`config.mk`:
```
export PLATFORM = sky130hd
export DESIGN_NAME = serial_prog_rom
export DESIGN_NICKNAME = d
export VERILOG_FILES = /design/src/rtl/srom_pkg.sv /design/src/rtl/srom_rst_sync.sv /design/src/rtl/srom_array.sv /design/src/rtl/srom_addr_ctr.sv /design/src/rtl/srom_shifter.sv /design/src/rtl/serial_prog_rom.sv
export SDC_FILE = /design/constraint.sdc
export NUM_CORES = 1
export LEC_CHECK = 0
export CAP_MARGIN = 10
export CELL_PAD_IN_SITES_DETAIL_PLACEMENT = 1
export CELL_PAD_IN_SITES_GLOBAL_PLACEMENT = 1
export CORE_MARGIN = 10
export CORE_UTILIZATION = 42
export DETAILED_ROUTE_END_ITERATION = 12
export PLACE_DENSITY_LB_ADDON = 0.12
export REMOVE_ABC_BUFFERS = 1
export SYNTH_ARGS = -nofsm -noshare
export SYNTH_HDL_FRONTEND = slang
export SYNTH_SLANG_ARGS = --single-unit
```
`constraint.sdc`:
```
create_clock -name clk_i -period 3.5 [get_ports clk_i]
set_input_delay 0.35 -clock clk_i [delete_from_list [all_inputs] [get_ports clk_i]]
set_output_delay 0.35 -clock clk_i [all_outputs]
set_load 0.01 [all_outputs]
```
`src/rtl/srom_pkg.sv`:
```
package srom_pkg;
  localparam int unsigned WORD_W = 20;
  localparam int unsigned ADDR_W = 7;
  localparam logic [WORD_W-1:0] MIX_CONST = 20'h5A3C6;
endpackage

```
`src/rtl/srom_rst_sync.sv`:
```
module srom_rst_sync (
  input  logic clk_i,
  input  logic rst_ni,
  output logic rst_sync_no
);
  logic [1:0] stage_q;
  logic [1:0] stage_d;

  always_comb begin
    stage_d = {stage_q[0], 1'b1};
  end

  always_ff @(posedge clk_i or negedge rst_ni) begin
    if (!rst_ni) stage_q <= 2'b00;
    else         stage_q <= stage_d;
  end

  assign rst_sync_no = stage_q[1];
endmodule

```
`src/rtl/srom_array.sv`:
```
module srom_array #(
  parameter int unsigned WORD_W = 20,
  parameter int unsigned ADDR_W = 7,
  parameter logic [WORD_W-1:0] MIX = '0
) (
  input  logic [ADDR_W-1:0] addr_i,
  output logic [WORD_W-1:0] data_o
);
  localparam int unsigned DEPTH = 1 << ADDR_W;

  logic [WORD_W-1:0] mem [DEPTH];

  // Each bit: an address bit, inverted on odd address-width groups, mixed with a constant.
  for (genvar g = 0; g < DEPTH; g++) begin : g_word
    for (genvar b = 0; b < WORD_W; b++) begin : g_bit
      localparam logic ABIT = (((g >> (b % ADDR_W)) & 1) != 0);
      localparam logic INV  = (((b / ADDR_W) % 2) != 0);
      assign mem[g][b] = ABIT ^ INV ^ MIX[b];
    end
  end

  assign data_o = mem[addr_i];
endmodule

```
`src/rtl/srom_addr_ctr.sv`:
```
module srom_addr_ctr #(
  parameter int unsigned ADDR_W = 7
) (
  input  logic              clk_i,
  input  logic              rst_ni,
  input  logic              en_i,
  input  logic              load_i,
  input  logic [ADDR_W-1:0] load_addr_i,
  input  logic              fetch_i,
  output logic [ADDR_W-1:0] fetch_addr_o
);
  logic [ADDR_W-1:0] pc_q, pc_d;
  logic [ADDR_W-1:0] pend_addr_q, pend_addr_d;
  logic              pend_q, pend_d;
  logic [ADDR_W-1:0] sel_addr;

  always_comb begin
    if (load_i)      sel_addr = load_addr_i;
    else if (pend_q) sel_addr = pend_addr_q;
    else             sel_addr = pc_q;
  end

  always_comb begin
    pc_d        = pc_q;
    pend_d      = pend_q;
    pend_addr_d = pend_addr_q;
    if (fetch_i) begin
      pc_d   = sel_addr + 1'b1;
      pend_d = 1'b0;
    end else if (load_i) begin
      pend_d      = 1'b1;
      pend_addr_d = load_addr_i;
    end
  end

  always_ff @(posedge clk_i or negedge rst_ni) begin
    if (!rst_ni) begin
      pc_q        <= '0;
      pend_q      <= 1'b0;
      pend_addr_q <= '0;
    end else if (en_i) begin
      pc_q        <= pc_d;
      pend_q      <= pend_d;
      pend_addr_q <= pend_addr_d;
    end
  end

  assign fetch_addr_o = sel_addr;
endmodule

```
`src/rtl/srom_shifter.sv`:
```
module srom_shifter #(
  parameter int unsigned WORD_W = 20
) (
  input  logic              clk_i,
  input  logic              rst_ni,
  input  logic              en_i,
  input  logic              start_i,
  input  logic [WORD_W-1:0] word_i,
  output logic              fetch_o,
  output logic              sdata_o,
  output logic              sync_o
);
  localparam int unsigned CNT_W = $clog2(WORD_W);
  localparam logic [CNT_W-1:0] LAST_BIT = CNT_W'(WORD_W - 1);

  logic [WORD_W-1:0] shreg_q, shreg_d;
  logic [CNT_W-1:0]  bidx_q, bidx_d;
  logic              run_q, run_d;
  logic              fetch;

  assign fetch = en_i && (run_q ? (bidx_q == LAST_BIT) : start_i);

  always_comb begin
    shreg_d = shreg_q;
    bidx_d  = bidx_q;
    run_d   = run_q;
    if (fetch) begin
      shreg_d = word_i;
      bidx_d  = '0;
      run_d   = 1'b1;
    end else if (run_q) begin
      shreg_d = shreg_q >> 1;
      bidx_d  = bidx_q + 1'b1;
    end
  end

  always_ff @(posedge clk_i or negedge rst_ni) begin
    if (!rst_ni) begin
      shreg_q <= '0;
      bidx_q  <= '0;
      run_q   <= 1'b0;
    end else if (en_i) begin
      shreg_q <= shreg_d;
      bidx_q  <= bidx_d;
      run_q   <= run_d;
    end
  end

  assign fetch_o = fetch;
  assign sdata_o = run_q & shreg_q[0];
  assign sync_o  = run_q & (bidx_q == '0);
endmodule

```
`src/rtl/serial_prog_rom.sv`:
```
module serial_prog_rom
  import srom_pkg::*;
#(
  parameter int unsigned WORD_BITS = WORD_W,
  parameter int unsigned ADDR_BITS = ADDR_W,
  parameter logic [WORD_BITS-1:0] CONTENT_MIX = MIX_CONST
) (
  input  logic                 clk_i,
  input  logic                 rst_ni,
  input  logic                 en_i,
  input  logic                 start_i,
  input  logic                 load_i,
  input  logic [ADDR_BITS-1:0] load_addr_i,
  output logic                 sdata_o,
  output logic                 sync_o
);
  logic                 rst_n_int;
  logic                 fetch;
  logic [ADDR_BITS-1:0] fetch_addr;
  logic [WORD_BITS-1:0] fetch_word;

  srom_rst_sync u_rst_sync (
    .clk_i       (clk_i),
    .rst_ni      (rst_ni),
    .rst_sync_no (rst_n_int)
  );

  srom_addr_ctr #(.ADDR_W(ADDR_BITS)) u_ctr (
    .clk_i        (clk_i),
    .rst_ni       (rst_n_int),
    .en_i         (en_i),
    .load_i       (load_i),
    .load_addr_i  (load_addr_i),
    .fetch_i      (fetch),
    .fetch_addr_o (fetch_addr)
  );

  srom_array #(.WORD_W(WORD_BITS), .ADDR_W(ADDR_BITS), .MIX(CONTENT_MIX)) u_array (
    .addr_i (fetch_addr),
    .data_o (fetch_word)
  );

  srom_shifter #(.WORD_W(WORD_BITS)) u_shift (
    .clk_i   (clk_i),
    .rst_ni  (rst_n_int),
    .en_i    (en_i),
    .start_i (start_i),
    .word_i  (fetch_word),
    .fetch_o (fetch),
    .sdata_o (sdata_o),
    .sync_o  (sync_o)
  );
endmodule

```
-- Word level (Yosys, flattened, before mapping)
Memory sizes are Yosys's and may differ from the RTL's.
Index checks and enable logic that the tools add are counted.
- register bits: 43
- bits in read-only memories: 2560
- bits of input ports: 12
- output and inout port bits: 2
- logic and storage cells: 35
- memories: 1
- memory list (memory ; depth ; bits a word ; rd ports ; clocked after Yosys merged registers in ; write ports ; line ; source):
    (name not given) ; 128 ; 20 ; 1 ; 0 ; 0 ; srom_array.sv:22 ; assign data_o = mem[addr_i];
- add/subtract/negate cells: 2
- order comparisons: 1
- eq/ne operators: 1
- multiplexer cells: 11
- bitwise operators: 4
- reductions and logical operators: 8
- operator list (kind ; number):
    $mux W20 ; 4
    $mux W7 ; 2
    $mux W5 ; 2
    $ge A8 B8 Y1 const B ; 1
    $not A7 Y8 ; 1
    $add A7 B1 Y7 const B ; 1
    $reduce_and A2 Y1 ; 3
    $add A5 B1 Y5 const B ; 1
    $eq A5 B5 Y1 const B ; 1
    $logic_not A5 Y1 ; 1
    $reduce_bool A2 Y1 ; 2
    $mux W1 ; 3
    $reduce_and A3 Y1 ; 1
    $and A1 B1 Y1 ; 2
    $logic_and A1 B1 Y1 ; 1
    $not A1 Y1 ; 1

-- Longest topological paths before layout
- depth after elaboration: 7
- depth in mapped cells: 9
- mapped depth without buffers: 8

-- Cells and area by module
Synthesis repeated with hierarchy kept, for this count alone.
- cell total of the unflattened synthesis: 214
- area, all modules: 2417.3 um^2
- modules (own cells, without submodules) (module ; instances ; cells each ; area each (um^2) ; sequential area each (um^2)):
    srom_shifter ; 1 ; 112 ; 1348.8 ; 650.6
    srom_addr_ctr ; 1 ; 79 ; 887.1 ; 375.4
    srom_array ; 1 ; 20 ; 127.6 ; 0.0
    srom_rst_sync ; 1 ; 3 ; 53.8 ; 50.0

-- Worst setup path after synthesis
No wires, ideal clock.
- path type: register to register
- from: register u_ctr.pend_q
- to: register u_ctr.pc_q[6]
- setup time: 77 ps
- data arrival time: 1693 ps
- required time: 3423 ps
- slack: 1730 ps
- cell stages (with the launch flop): 10
- path buffers: 1
- period minus slack after synthesis: 1770 ps
- path through: dfrtp_1 > buf_6 > mux2_4 > mux2i_2 > inv_1 > ha_1 > o211ai_1 > nor4_1 > xor2_1 > o21ai_1
- cells in the longest elaborated chain, start to end: 3
- ends and longest elaborated chain (element ; line ; source):
    from (decl) ; srom_addr_ctr.sv:14 ; logic pend_q, pend_d;
    from (signal assigned) ; srom_addr_ctr.sv:43 ; pend_q <= pend_d;
    $mux W7 ; srom_addr_ctr.sv:19 ; else if (pend_q) sel_addr = pend_addr_q;
    $mux W7 ; srom_addr_ctr.sv:18 ; if (load_i) sel_addr = load_addr_i;
    $add A7 B1 Y7 ; srom_addr_ctr.sv:28 ; pc_d = sel_addr + 1'b1;
    to (signal assigned) ; srom_addr_ctr.sv:42 ; pc_q <= pc_d;
    to (decl) ; srom_addr_ctr.sv:12 ; logic [ADDR_W-1:0] pc_q, pc_d;
Every way passes these cells.
A chain may end at the register's enable or synchronous reset.

-- Worst setup path in the final report
- from: register u_shift.bidx_q[0]
- to: register u_shift.shreg_q[0]
- cells in the longest elaborated chain, start to end: 5
- elaborated cells on any way between the ends: 6
- classes of those cells: eq/ne (1); mux (2); reduce/logical (3)
- ends and longest elaborated chain (element ; line ; source):
    from (decl) ; srom_shifter.sv:17 ; logic [CNT_W-1:0] bidx_q, bidx_d;
    from (signal assigned) ; srom_shifter.sv:44 ; bidx_q <= bidx_d;
    $eq A5 B5 Y1 * ; srom_shifter.sv:21 ; assign fetch = en_i && (run_q ? (bidx_q == LAST_BIT) : start_i);
    $mux W1 * ; srom_shifter.sv:21 ;
    $logic_and A1 B1 Y1 * ; srom_shifter.sv:21 ;
    $reduce_bool A2 Y1 (no source line) ; - ;
    $reduce_and A2 Y1 (no source line) ; - ;
    to (signal assigned) ; srom_shifter.sv:43 ; shreg_q <= shreg_d;
    to (decl) ; srom_shifter.sv:16 ; logic [WORD_W-1:0] shreg_q, shreg_d;
Every way passes the cells marked *; elsewhere a longest branch is shown, timed or not.

==> flow_metrics.py <==
metrics = {
    "run_status": {
        "status": "complete, no violations",
    },
    "floorplan": {
        "fp-row-count": 26,
        "dieHeight_um": 92.4,
        "start_util": 0.431,
        "die_w_um": 92.4,
        "die-area_um2": 8540,
        "io_pins": 14,
        "coreArea_um2": 5110,
    },
    "worst_setup_path": {
        "startpoint": "u_shift.bidx_q[0]",
        "criticalPathCategory": "reg -> reg",
        "r2r_start": "u_shift.bidx_q[0]",
        "end_kind": "flop",
        "crit_required_ns": 3.67,
        "critPathMaxStageDelay_ns": 0.59,
        "critPathMaxFanout": 22,
        "worstPathCellList": "ha_1, nor4bb_1, mux2i_2, buf_4, nand2b_1, a21oi_1, o21ai_1",
        "arrival_ns": 2.77,
        "cp-start-kind": "flop",
        "slowest_stage": "nand2b_1",
    },
    "clocking": {
        "cts_hold_buf": 0,
        "cts_root_buf": "clkbuf_8",
        "cts_made_buffers": 5,
        "clk_latency_ns": 0.30,
        "cts.sinks": 43,
        "clk_pin_slew_ns": 0.08,
        "tritoncts": "done",
        "post_cts_buffers": 0,
        "ctsResizeCount": 0,
        "h-tree-depth": 2,
        "cts_buffer_depth": 2,
    },
    "yosys": {
        "yosysSeqAreaShare": 0.489,
        "synth_area_um2": 2200,
        "yosysUniqueCellTypes": 40,
        "synth.top_cell.area_share": 0.489,
        "yosysMostFrequentCell": "dfrtp_1",
        "synth-main-ff-cell": "dfrtp_1",
        "synthCells": 203,
        "synth_seq_cells": 43,
        "syn_area_per_cell_um2": 10.8,
        "synth_edf_count": 0,
        "yosys_warnings": 0,
        "synth_common_cells": "43 x dfrtp_1, 30 x nand2_1, 13 x nor2_1",
        "synthArstFlopShare": 1.00,
        "synth_top_cell_by_area": "dfrtp_1",
        "ys_top_cells_by_area": "dfrtp_1 49%, mux2_2 5.1%, nand2_1 5.1%",
    },
    "global_route": {
        "grtUsageTotal": 0.121,
        "grt_max_degree": 42,
        "grt_antenna_before_repair": 0,
        "grt_pass1_wl_um": 8380,
        "grt_pass1_vias": 1675,
        "overflow": 0,
    },
    "sta": {
        "timing_worst_slew_pin_value_ns": 0.910,
        "finalCritPeriodShare": 0.743,
        "fin_worst_skew_ns": 0.00245,
        "rsz0062_at_grt": "no",
        "maxSlewHeadroom": 0.393,
        "setup_viol": 0,
        "period_minus_slack_ns": 2.60,
        "finalMaxSlewViolations": 0,
        "fin_tns_setup_ns": 0,
        "fmax_ghz": 0.385,
        "finalHoldViolations": 0,
    },
    "final_layout": {
        "final_area_um2": 2510,
        "layout-drive-gt1-share": 0.230,
        "seqCellArea_um2": 1080,
        "fill_cells": 575,
        "diodes": 0,
        "fin_nets": 231,
        "syn2layout_area_growth_pct": 14.2,
        "multi_input_area_um2": 1040,
    },
    "drt": {
        "wl_um": 4820,
        "avgViaCountPerCell": 5.29,
        "dr.pass1.iters": 4,
        "wire_per_inst_um": 16.8,
        "final_antenna_net_count": 0,
        "vias": 1519,
        "drt-initial-drc-count": 59,
        "drc_errors": 0,
    },
    "power_and_ir_drop": {
        "power.internal_mw": 1.15,
        "power.leakage_nw": 1.09,
        "power_frac_clock": 0.274,
        "p_seq_frac": 0.456,
        "cellPowerDensity_nw_per_um2": 664,
        "switchingPower_mw": 0.516,
        "ir_drop_mv": 0.235,
        "p_sw_frac": 0.309,
        "comb_power_share": 0.270,
    },
    "placed_design": {
        "dp_hpwl_um": 3400,
        "gp_congestion": 0.744,
        "portBuffers": 13,
        "place_area_um2": 2380,
    },
    "flow_run": {
        "max_cap_violations": 0,
    },
    "hold_path": {
        "hp-class": "in -> async",
    },
}
[flip-flops by register name, summed over array words and instances, names as in the netlist]
| register | flops |
|---|---|
| u_shift.shreg_q | 20 |
| u_ctr.pc_q | 7 |
| u_ctr.pend_addr_q | 7 |
| u_shift.bidx_q | 5 |
| u_rst_sync.stage_q | 2 |
| u_ctr.pend_q | 1 |
| u_shift.run_q | 1 |
[stage by stage]
step / setup slack [ns] / total power, mW / util / instances / hold WS [ns]
floorplan: 0.753 / 1.07 / - / 193 / 0.0544
CTS: 0.896 / 1.68 / 0.492 / 287 / 0.198
detailed placement: 0.854 / 1.22 / 0.466 / 279 / 0.329
finish: 0.901 / 1.67 / 0.492 / 287 / 0.205
global route: 0.680 / 1.79 / 0.492 / 287 / 0.195
global placement: 0.958 / 1.19 / 0.466 / 279 / 0.317
[cell usage in the layout, fill, tap and decap left out, types with 2 or more instances in the layout]
cell type        synthesis  layout
o21ai_2                  1       2
a21oi_1                 10      10
o31ai_1                  5       5
dfrtp_1                 43      43
mux2i_4                  2       2
o21ai_1                  8       7
nand4_1                  2       2
mux2i_1                  3       2
o31ai_2                  4       4
nand2_1                 30      30
mux2_2                  10      10
buf_4                    0       3
clkbuf_8                 0       5
inv_1                    5       5
ha_1                     3       3
xor2_1                   6       6
o21ai_0                  9       9
nor3_2                   6       6
mux2i_2                  2       3
mux2_4                   4       4
a21o_1                   2       2
nor2_1                  13      13
bufinv_16                0       2
nor4_1                   2       2
nor2_2                   5       5
nand3_1                  2       2
clkdlybuf4s50_1          0      13
nand2b_1                 3       3
[power by group through the flow]
stage	registers, mW	logic (mW)	clock network [mW]
finish	0.761	0.451	0.456
global route	0.783	0.512	0.494
CTS	0.761	0.459	0.464
detailed placement	0.770	0.454	0
global placement	0.757	0.429	0
floorplan	0.741	0.328	0
[critical path, delay by kind of cell, from the launching register on]
family / cells / cell delay (ns)
AOI/OAI and AO/OA: 2 / 0.49
adders and majority gates: 1 / 0.25
buffers and inverters: 1 / 0.22
DFF: 1 / 0.43
muxes: 1 / 0.11
and+or+nand+nor: 2 / 0.96
[kinds of logic (layout without fill, tap and decap cells)]
kind of cell,Yosys count,count (layout),share of synthesized area
other cells,1,1,0.00170
simple gates,70,70,0.177
compound gates,43,43,0.125
xor+xnor,6,6,0.0239
fa+ha+maj,3,3,0.0171
buf+inv,16,30,0.0415
mux,21,21,0.125
flops,43,43,0.489
[cell type report]
cell class                 count  share of cell area
clock buffer                   6              0.0289
timing repair buffer          16              0.0608
tap                           70              0.0349
clock inverter                 2              0.0239
sequential                    43               0.428
multi-input combinational    144               0.414
inverter                       6             0.00896
[routing by layer]
metal | GRT usage | up-vias | routed length [µm]
met5 | 0 | - | 0
met3 | 0.0347 | 6 | 177
met4 | 0.0411 | 0 | 60
met1 | 0.151 | 762 | 2220
li1 | - | 731 | -
met2 | 0.196 | 20 | 2360
[worst paths after layout]
path | endpoint | slack, ns | cells past startpoint
max | u_shift.shreg_q[0] | 0.90 | 7
min | u_rst_sync.stage_q[1] | 0.21 | 1
max reg2reg | u_shift.shreg_q[0] | 0.90 | 7
min reg2reg | u_shift.shreg_q[0] | 0.31 | 1
max in group asynchronous | u_ctr.pend_addr_q[6] | 2.84 | 1
min in group clk_i | u_rst_sync.stage_q[1] | 0.36 | 0
Power figures use the tool's default switching activity.
